## config.mk

```make
export PLATFORM = sky130hd
export DESIGN_NAME = systick_timer
export DESIGN_NICKNAME = d
export VERILOG_FILES = /design/src/rtl/systick_pkg.sv /design/src/rtl/systick_decode.sv /design/src/rtl/systick_tick_sel.sv /design/src/rtl/systick_core.sv /design/src/rtl/systick_timer.sv
export SDC_FILE = /design/constraint.sdc
export NUM_CORES = 1
export LEC_CHECK = 0
export BUFFER_PORTS_ARGS = -buffer_cell sky130_fd_sc_hd__buf_2
export CAP_MARGIN = 40
export CORE_ASPECT_RATIO = 1.2
export CORE_MARGIN = 2
export CORE_UTILIZATION = 54
export DETAILED_ROUTE_END_ITERATION = 10
export PLACE_DENSITY_LB_ADDON = 0.15
export SLEW_MARGIN = 40
export SYNTH_ARGS = -nofsm -noshare
export SYNTH_HDL_FRONTEND = slang
export SYNTH_HIERARCHICAL = 1
export SYNTH_SLANG_ARGS = --single-unit
```

## constraint.sdc

```tcl
create_clock -name clk -period 6.3 [get_ports clk]
set_input_delay 1.89 -clock clk [delete_from_list [all_inputs] [get_ports clk]]
set_output_delay 1.89 -clock clk [all_outputs]
set_load 0.02 [all_outputs]
```

## src/rtl/systick_pkg.sv

```systemverilog
package systick_pkg;

   // byte offsets of the register window
   localparam int unsigned OFS_CTRL   = 32'h0;
   localparam int unsigned OFS_RELOAD = 32'h4;
   localparam int unsigned OFS_COUNT  = 32'h8;
   localparam int unsigned OFS_CALIB  = 32'hC;

   // control/status bit positions
   localparam int BIT_RUN   = 0;
   localparam int BIT_IRQEN = 1;
   localparam int BIT_SRC   = 2;
   localparam int BIT_FLAG  = 16;

   typedef enum logic [2:0] {
      RSEL_NONE,
      RSEL_CTRL,
      RSEL_RELOAD,
      RSEL_COUNT,
      RSEL_CALIB
   } rsel_e;

   typedef struct packed {
      logic wr_ctrl;
      logic wr_reload;
      logic wr_count;
      logic rd_ctrl;
   } strobe_t;

endpackage

```

## src/rtl/systick_decode.sv

```systemverilog
module systick_decode
   import systick_pkg::*;
#(
   parameter int ADDR_W = 8
) (
   input  logic [ADDR_W-1:0] addr,
   input  logic              wr,
   input  logic              rd,
   output strobe_t           stb,
   output rsel_e             rsel
);

   localparam logic [ADDR_W-1:0] A_CTRL   = ADDR_W'(OFS_CTRL);
   localparam logic [ADDR_W-1:0] A_RELOAD = ADDR_W'(OFS_RELOAD);
   localparam logic [ADDR_W-1:0] A_COUNT  = ADDR_W'(OFS_COUNT);
   localparam logic [ADDR_W-1:0] A_CALIB  = ADDR_W'(OFS_CALIB);

   always_comb begin
      stb.wr_ctrl   = wr && (addr == A_CTRL);
      stb.wr_reload = wr && (addr == A_RELOAD);
      stb.wr_count  = wr && (addr == A_COUNT);
      stb.rd_ctrl   = rd && (addr == A_CTRL);
      rsel          = RSEL_NONE;
      if (rd) begin
         unique case (addr)
            A_CTRL:   rsel = RSEL_CTRL;
            A_RELOAD: rsel = RSEL_RELOAD;
            A_COUNT:  rsel = RSEL_COUNT;
            A_CALIB:  rsel = RSEL_CALIB;
            default:  rsel = RSEL_NONE;
         endcase
      end
   end

endmodule

```

## src/rtl/systick_tick_sel.sv

```systemverilog
module systick_tick_sel #(
   parameter bit EXT_TICK_REG = 1'b0
) (
   input  logic clk,
   input  logic rst_n,
   input  logic use_core,
   input  logic ref_tick,
   output logic tick
);

   generate
      if (EXT_TICK_REG) begin : g_reg
         logic ref_q;
         always_ff @(posedge clk or negedge rst_n) begin
            if (!rst_n) ref_q <= 1'b0;
            else        ref_q <= ref_tick;
         end
         assign tick = use_core | ref_q;
      end else begin : g_direct
         assign tick = use_core | ref_tick;
      end
   endgenerate

endmodule

```

## src/rtl/systick_core.sv

```systemverilog
module systick_core
   import systick_pkg::*;
#(
   parameter int COUNT_W = 24
) (
   input  logic               clk,
   input  logic               rst_n,
   input  strobe_t            stb,
   input  logic [2:0]         ctrl_wdata,
   input  logic [COUNT_W-1:0] reload_wdata,
   input  logic               tick,
   output logic               run_q,
   output logic               irqen_q,
   output logic               src_q,
   output logic               flag_q,
   output logic [COUNT_W-1:0] reload_q,
   output logic [COUNT_W-1:0] count_q,
   output logic               irq_q
);

   if (COUNT_W < 1 || COUNT_W > 32) begin : g_bad_width
      $error("systick_core: COUNT_W must lie in 1..32");
   end

   logic held_q;     // frozen count waiting to resume
   logic count_ok;
   logic expire;
   logic new_run;
   logic new_src;

   assign new_run  = ctrl_wdata[BIT_RUN];
   assign new_src  = ctrl_wdata[BIT_SRC];
   assign count_ok = run_q && tick && !stb.wr_ctrl && !stb.wr_count;
   assign expire   = count_ok && (count_q == '0);

   always_ff @(posedge clk or negedge rst_n) begin
      if (!rst_n) begin
         run_q    <= 1'b0;
         irqen_q  <= 1'b0;
         src_q    <= 1'b0;
         flag_q   <= 1'b0;
         held_q   <= 1'b0;
         reload_q <= '0;
         count_q  <= '0;
         irq_q    <= 1'b0;
      end else begin
         irq_q <= expire && irqen_q;
         if (stb.wr_reload) reload_q <= reload_wdata;
         if (stb.rd_ctrl)   flag_q   <= 1'b0;
         if (stb.wr_ctrl) begin
            run_q   <= new_run;
            irqen_q <= ctrl_wdata[BIT_IRQEN];
            src_q   <= new_src;
            if (!run_q && new_run) begin
               if (!held_q) count_q <= reload_q;
               held_q <= 1'b0;
            end else if (run_q && !new_run) begin
               held_q <= 1'b1;
            end else if (run_q && (new_src != src_q)) begin
               count_q <= reload_q;
            end
         end else if (stb.wr_count) begin
            flag_q <= 1'b0;
            held_q <= 1'b0;
            if (run_q) count_q <= reload_q;
         end else if (count_ok) begin
            if (count_q == '0) begin
               flag_q <= 1'b1;
               if (reload_q == '0) run_q   <= 1'b0;
               else                count_q <= reload_q;
            end else begin
               count_q <= count_q - 1'b1;
            end
         end
      end
   end

   assert_irq_single_R6 : assert property (@(posedge clk) disable iff (!rst_n)
      irq_q |=> !irq_q);
   assert_irq_flag_R6 : assert property (@(posedge clk) disable iff (!rst_n)
      irq_q |-> flag_q);
   assert_zero_reload_stop_R7 : assert property (@(posedge clk) disable iff (!rst_n)
      (expire && reload_q == '0) |=> !run_q);
   assert_count_restart_R8 : assert property (@(posedge clk) disable iff (!rst_n)
      (stb.wr_count && run_q) |=> (count_q == $past(reload_q)) && !flag_q);
   assert_freeze_R11 : assert property (@(posedge clk) disable iff (!rst_n)
      (!run_q && !stb.wr_ctrl) |=> $stable(count_q));
   assert_flag_kept_R3 : assert property (@(posedge clk) disable iff (!rst_n)
      (stb.wr_ctrl && !stb.rd_ctrl) |=> flag_q == $past(flag_q));
   assert_src_reload_R10 : assert property (@(posedge clk) disable iff (!rst_n)
      (stb.wr_ctrl && run_q && new_run && (new_src != src_q)) |=> count_q == $past(reload_q));

endmodule

```

## src/rtl/systick_timer.sv

```systemverilog
module systick_timer
   import systick_pkg::*;
#(
   parameter int          ADDR_W       = 8,
   parameter int          COUNT_W      = 24,
   parameter int unsigned CAL_VALUE    = 10000,
   parameter bit          EXT_TICK_REG = 1'b0
) (
   input  logic              clk,
   input  logic              rst_n,
   input  logic [ADDR_W-1:0] bus_addr,
   input  logic              bus_wr,
   input  logic [31:0]       bus_wdata,
   input  logic              bus_rd,
   output logic [31:0]       bus_rdata,
   input  logic              ref_tick,
   output logic              tick_irq
);

   if (ADDR_W < 4) begin : g_bad_addr
      $error("systick_timer: ADDR_W must be at least 4");
   end

   localparam logic [31:0] CAL_WORD = 32'(CAL_VALUE);

   strobe_t            stb;
   rsel_e              rsel;
   logic               tick;
   logic               run_q, irqen_q, src_q, flag_q;
   logic [COUNT_W-1:0] reload_q, count_q;
   logic               unused_wdata;

   assign unused_wdata = ^bus_wdata;

   systick_decode #(.ADDR_W(ADDR_W)) u_decode (
      .addr (bus_addr),
      .wr   (bus_wr),
      .rd   (bus_rd),
      .stb  (stb),
      .rsel (rsel)
   );

   systick_tick_sel #(.EXT_TICK_REG(EXT_TICK_REG)) u_tick (
      .clk      (clk),
      .rst_n    (rst_n),
      .use_core (src_q),
      .ref_tick (ref_tick),
      .tick     (tick)
   );

   systick_core #(.COUNT_W(COUNT_W)) u_core (
      .clk          (clk),
      .rst_n        (rst_n),
      .stb          (stb),
      .ctrl_wdata   (bus_wdata[2:0]),
      .reload_wdata (bus_wdata[COUNT_W-1:0]),
      .tick         (tick),
      .run_q        (run_q),
      .irqen_q      (irqen_q),
      .src_q        (src_q),
      .flag_q       (flag_q),
      .reload_q     (reload_q),
      .count_q      (count_q),
      .irq_q        (tick_irq)
   );

   always_comb begin
      bus_rdata = '0;
      unique case (rsel)
         RSEL_CTRL: begin
            bus_rdata[BIT_RUN]   = run_q;
            bus_rdata[BIT_IRQEN] = irqen_q;
            bus_rdata[BIT_SRC]   = src_q;
            bus_rdata[BIT_FLAG]  = flag_q;
         end
         RSEL_RELOAD: bus_rdata = 32'(reload_q);
         RSEL_COUNT:  bus_rdata = run_q ? 32'(count_q) : '0;
         RSEL_CALIB:  bus_rdata = CAL_WORD;
         default:     bus_rdata = '0;
      endcase
   end

   assert_idle_bus_zero_R2 : assert property (@(posedge clk) disable iff (!rst_n)
      !bus_rd |-> bus_rdata == '0);

endmodule

```

==> results.md <==
* Crit Path Max Fanout at 23
* Seq cells post-synth at 54
* Startpoint types: input port
* TritonCTS Sinks at 54
* CTS Buf Count at 5
* DRT antenna net count at 0
* Skew-Pair Late Insertion Delay at 0.31 ns
* Switching share of power at 42.9%
* Post-Layout Cell Count at 504
* Routed WL at 8.38 mm
* Clock power share at 19.8%
* Cells after Synth at 371
* Area leader, netlist: dfrtp_1
* Synth Warn # at 6
* Worst Setup End Kind: primary output
* Setup Fix Bufs, Post-CTS at 0
* Initial antenna violation count at 0
* Register area share after synthesis at 39.6%
* Post-synth top area share at 39.6%
* H-tree Lvls at 2
* Mean Syn Cell Area at 9.19 µm²
* Final Wtd Congestion at 0.802
* # fillers at 538
* Max Cap Viol at 0
* Peak supply drop at 196 µV
* RSZ-0062 raised after global routing: no
* Post-CTS Resized at 0
* Antenna cells at 0
* Lkg Pwr at 1.87 nW
* Worst slew margin at 53.8%
* Final Cycle Share at 92.8%
* Synth Flop Type: dfrtp_1
* Design area at 3860 µm²
* Ys async rst share at 100%
* Worst-case clock skew at 0.00629 ns
* Post-DP HPWL at 5.84 mm
* Port Buffers at 61
* Max Freq at 171 MHz
* Via-per-instance ratio at 6.04
* Grt ovf at 0
* Rows at 31
* Max Slew Vio Count at 0
* Vias in the first global route at 2845
* Minimum clock period after layout at 5.85 ns
* Initial Utilization at 56.0%
* TritonCTS clock tree: done
* Crit Path Class: in -> out
* Clock transition at the registers of the reported paths at 0.09 ns
* Chip width at 76.5 µm
* Reg power frac at 38.1%
* 1st-iter DRT viols at 290
* Largest net degree at the start of global routing at 67
* Core footprint at 6090 µm²
* Post-synth cell types at 52
* Via count at 3044
* DR DRC count at 0
* Net Switching at 0.620 mW
* Combinational power share at 42.1%
* Total track usage at 24.2%
* Synth area leaders: dfrtp_1, mux2_2, a21oi_1
* Synthesized cell area at 3410 µm²
* Clk root buf: clkbuf_8
* Die span in y at 91.0 µm
* Post-CTS Hold Buffers at 0
* Area delta synth->final at 13.3%
* Total power at 1.45 mW
* EDFF count, synth at 0
* DIE AREA at 6970 µm²
* Final setup violation count at 0
* Total negative slack at 0 ns
* I/O Pins at 78
* Power Density at 374 nW/µm²
* Placed cell count at 496
* Hold WC Path Type: reg -> reg
* CP required at 4.41 ns
* Post-DP Area at 3720 µm²
* Internal power at 0.826 mW
* Status: completed
* Detailed Routing Iterations Pass 1 at 5
* First-pass GRT wire length at 13.6 mm
* Tightest Pin Transition at 0.693 ns
* Fin nets at 468
* CP arrival at 3.96 ns
* Clk buf depth at 2
* Hold Vio Cnt, Final at 0
* Wire per inst at 16.6 µm
* Layout cell share with drive strength beyond 1 at 27.7%
-- layout make-up --
class | count | area, µm² | share of cell area (%)
tap | 82 | 103 | 2.66
inverter | 10 | 37.5 | 0.972
sequential | 54 | 1350 | 35.0
multi-input combinational | 281 | 1860 | 48.2
timing repair buffer | 69 | 365 | 9.46
clock inverter | 2 | 60.1 | 1.55
clock buffer | 6 | 82.6 | 2.14
-- worst paths after layout --
check                                  start            endpoint  slack, ns  depth (start not counted)
max                              bus_addr[1]        bus_rdata[2]       0.45                          7
min                            u_core/flag_q       u_core/flag_q       0.54                          2
max reg2reg                u_core/count_q[4]   u_core/count_q[4]       3.57                          7
min reg2reg                    u_core/flag_q       u_core/flag_q       0.54                          2
max in group asynchronous              rst_n  u_core/reload_q[3]       4.14                          2
min in group asynchronous              rst_n  u_core/count_q[10]       1.70                          2
-- critical path: stages --
cell     delay, ns
buf_2         0.10
or4_4         0.59
nor3_1        0.28
nor2b_2       0.31
and3_4        0.42
a221o_1       0.21
buf_2         0.16
-- power groups by stage --
| stage | combinational, mW | clock, mW | sequential [mW] |
|---|---|---|---|
| final | 0.609 | 0.286 | 0.551 |
| after global routing | 0.686 | 0.303 | 0.568 |
| after CTS | 0.600 | 0.290 | 0.548 |
| after detailed placement | 0.591 | 0 | 0.554 |
| after global placement | 0.574 | 0 | 0.550 |
| after floorplan | 0.501 | 0 | 0.512 |
-- cell families after synthesis --
family                     Yosys count  synth area share, %
AOI/OAI and AO/OA                  111                 20.7
xor gates and xnor gates             2                0.514
adders and majority gates            3                 1.03
buffers and inverters               43                 7.27
DFF                                 54                 39.6
muxes                               26                 8.55
other                                1                0.110
and+or+nand+nor                    131                 22.2
-- per-stage QoR --
stage	worst slack, ns	hold slack, ns	util [%]
finish	0.454	0.545	63.4
CTS	0.444	0.544	63.4
global placement	0.500	0.510	60.9
global route	0.359	0.567	63.4
floorplan	0.445	0.487	-
detailed placement	0.458	0.527	61.1
-- Yosys cell counts (6+ instances only) --
library cell	number
clkbuf_1	10
buf_6	6
nor3_1	12
mux2_2	25
a221o_1	8
o21ai_0	23
buf_4	8
nand2b_1	10
a21oi_1	45
nor4_1	10
nor2b_1	8
a22o_1	18
inv_1	10
nand2_1	21
buf_2	9
nand3_1	15
nand4_1	8
dfrtp_1	54
nor2_1	20
-- state kept, by name, indices dropped and copies added (netlist names) --
signal	flops
u_core/reload_q	24
u_core/held_q	1
u_core/irq_q	1
u_core/irqen_q	1
u_core/run_q	1
u_core/src_q	1
u_core/flag_q	1
u_core/count_q	24
-- layout by cell type, fill, tap and decap left out, types with 2 or more instances in the layout --
cell type,netlist,final
buf_2,9,61
nor3b_1,4,4
a21oi_1,45,45
nor2b_1,8,8
o31ai_1,4,4
mux2_2,25,25
conb_1,1,8
and2_1,3,3
inv_1,10,10
nand3_1,15,15
or3_1,2,2
nor4_2,2,3
o21ai_0,23,23
nand2_1,21,21
dfrtp_1,54,54
nand2b_1,10,10
or3b_2,2,2
or4_1,2,2
o22ai_1,4,3
nor4_1,10,9
clkbuf_8,0,6
bufinv_16,0,2
a221o_1,8,8
o32ai_1,3,3
buf_4,8,8
nor3_1,12,12
ha_1,2,2
nor2_1,20,20
a22o_1,18,18
nand4_1,8,8
-- layer usage --
metal,wire (µm),track usage [%]
met1,3720,33.6
met2,4110,39.4
met3,482,3.58
met4,76,7.12
met5,0,0
No activity file was read; power rests on OpenSTA's default activity.
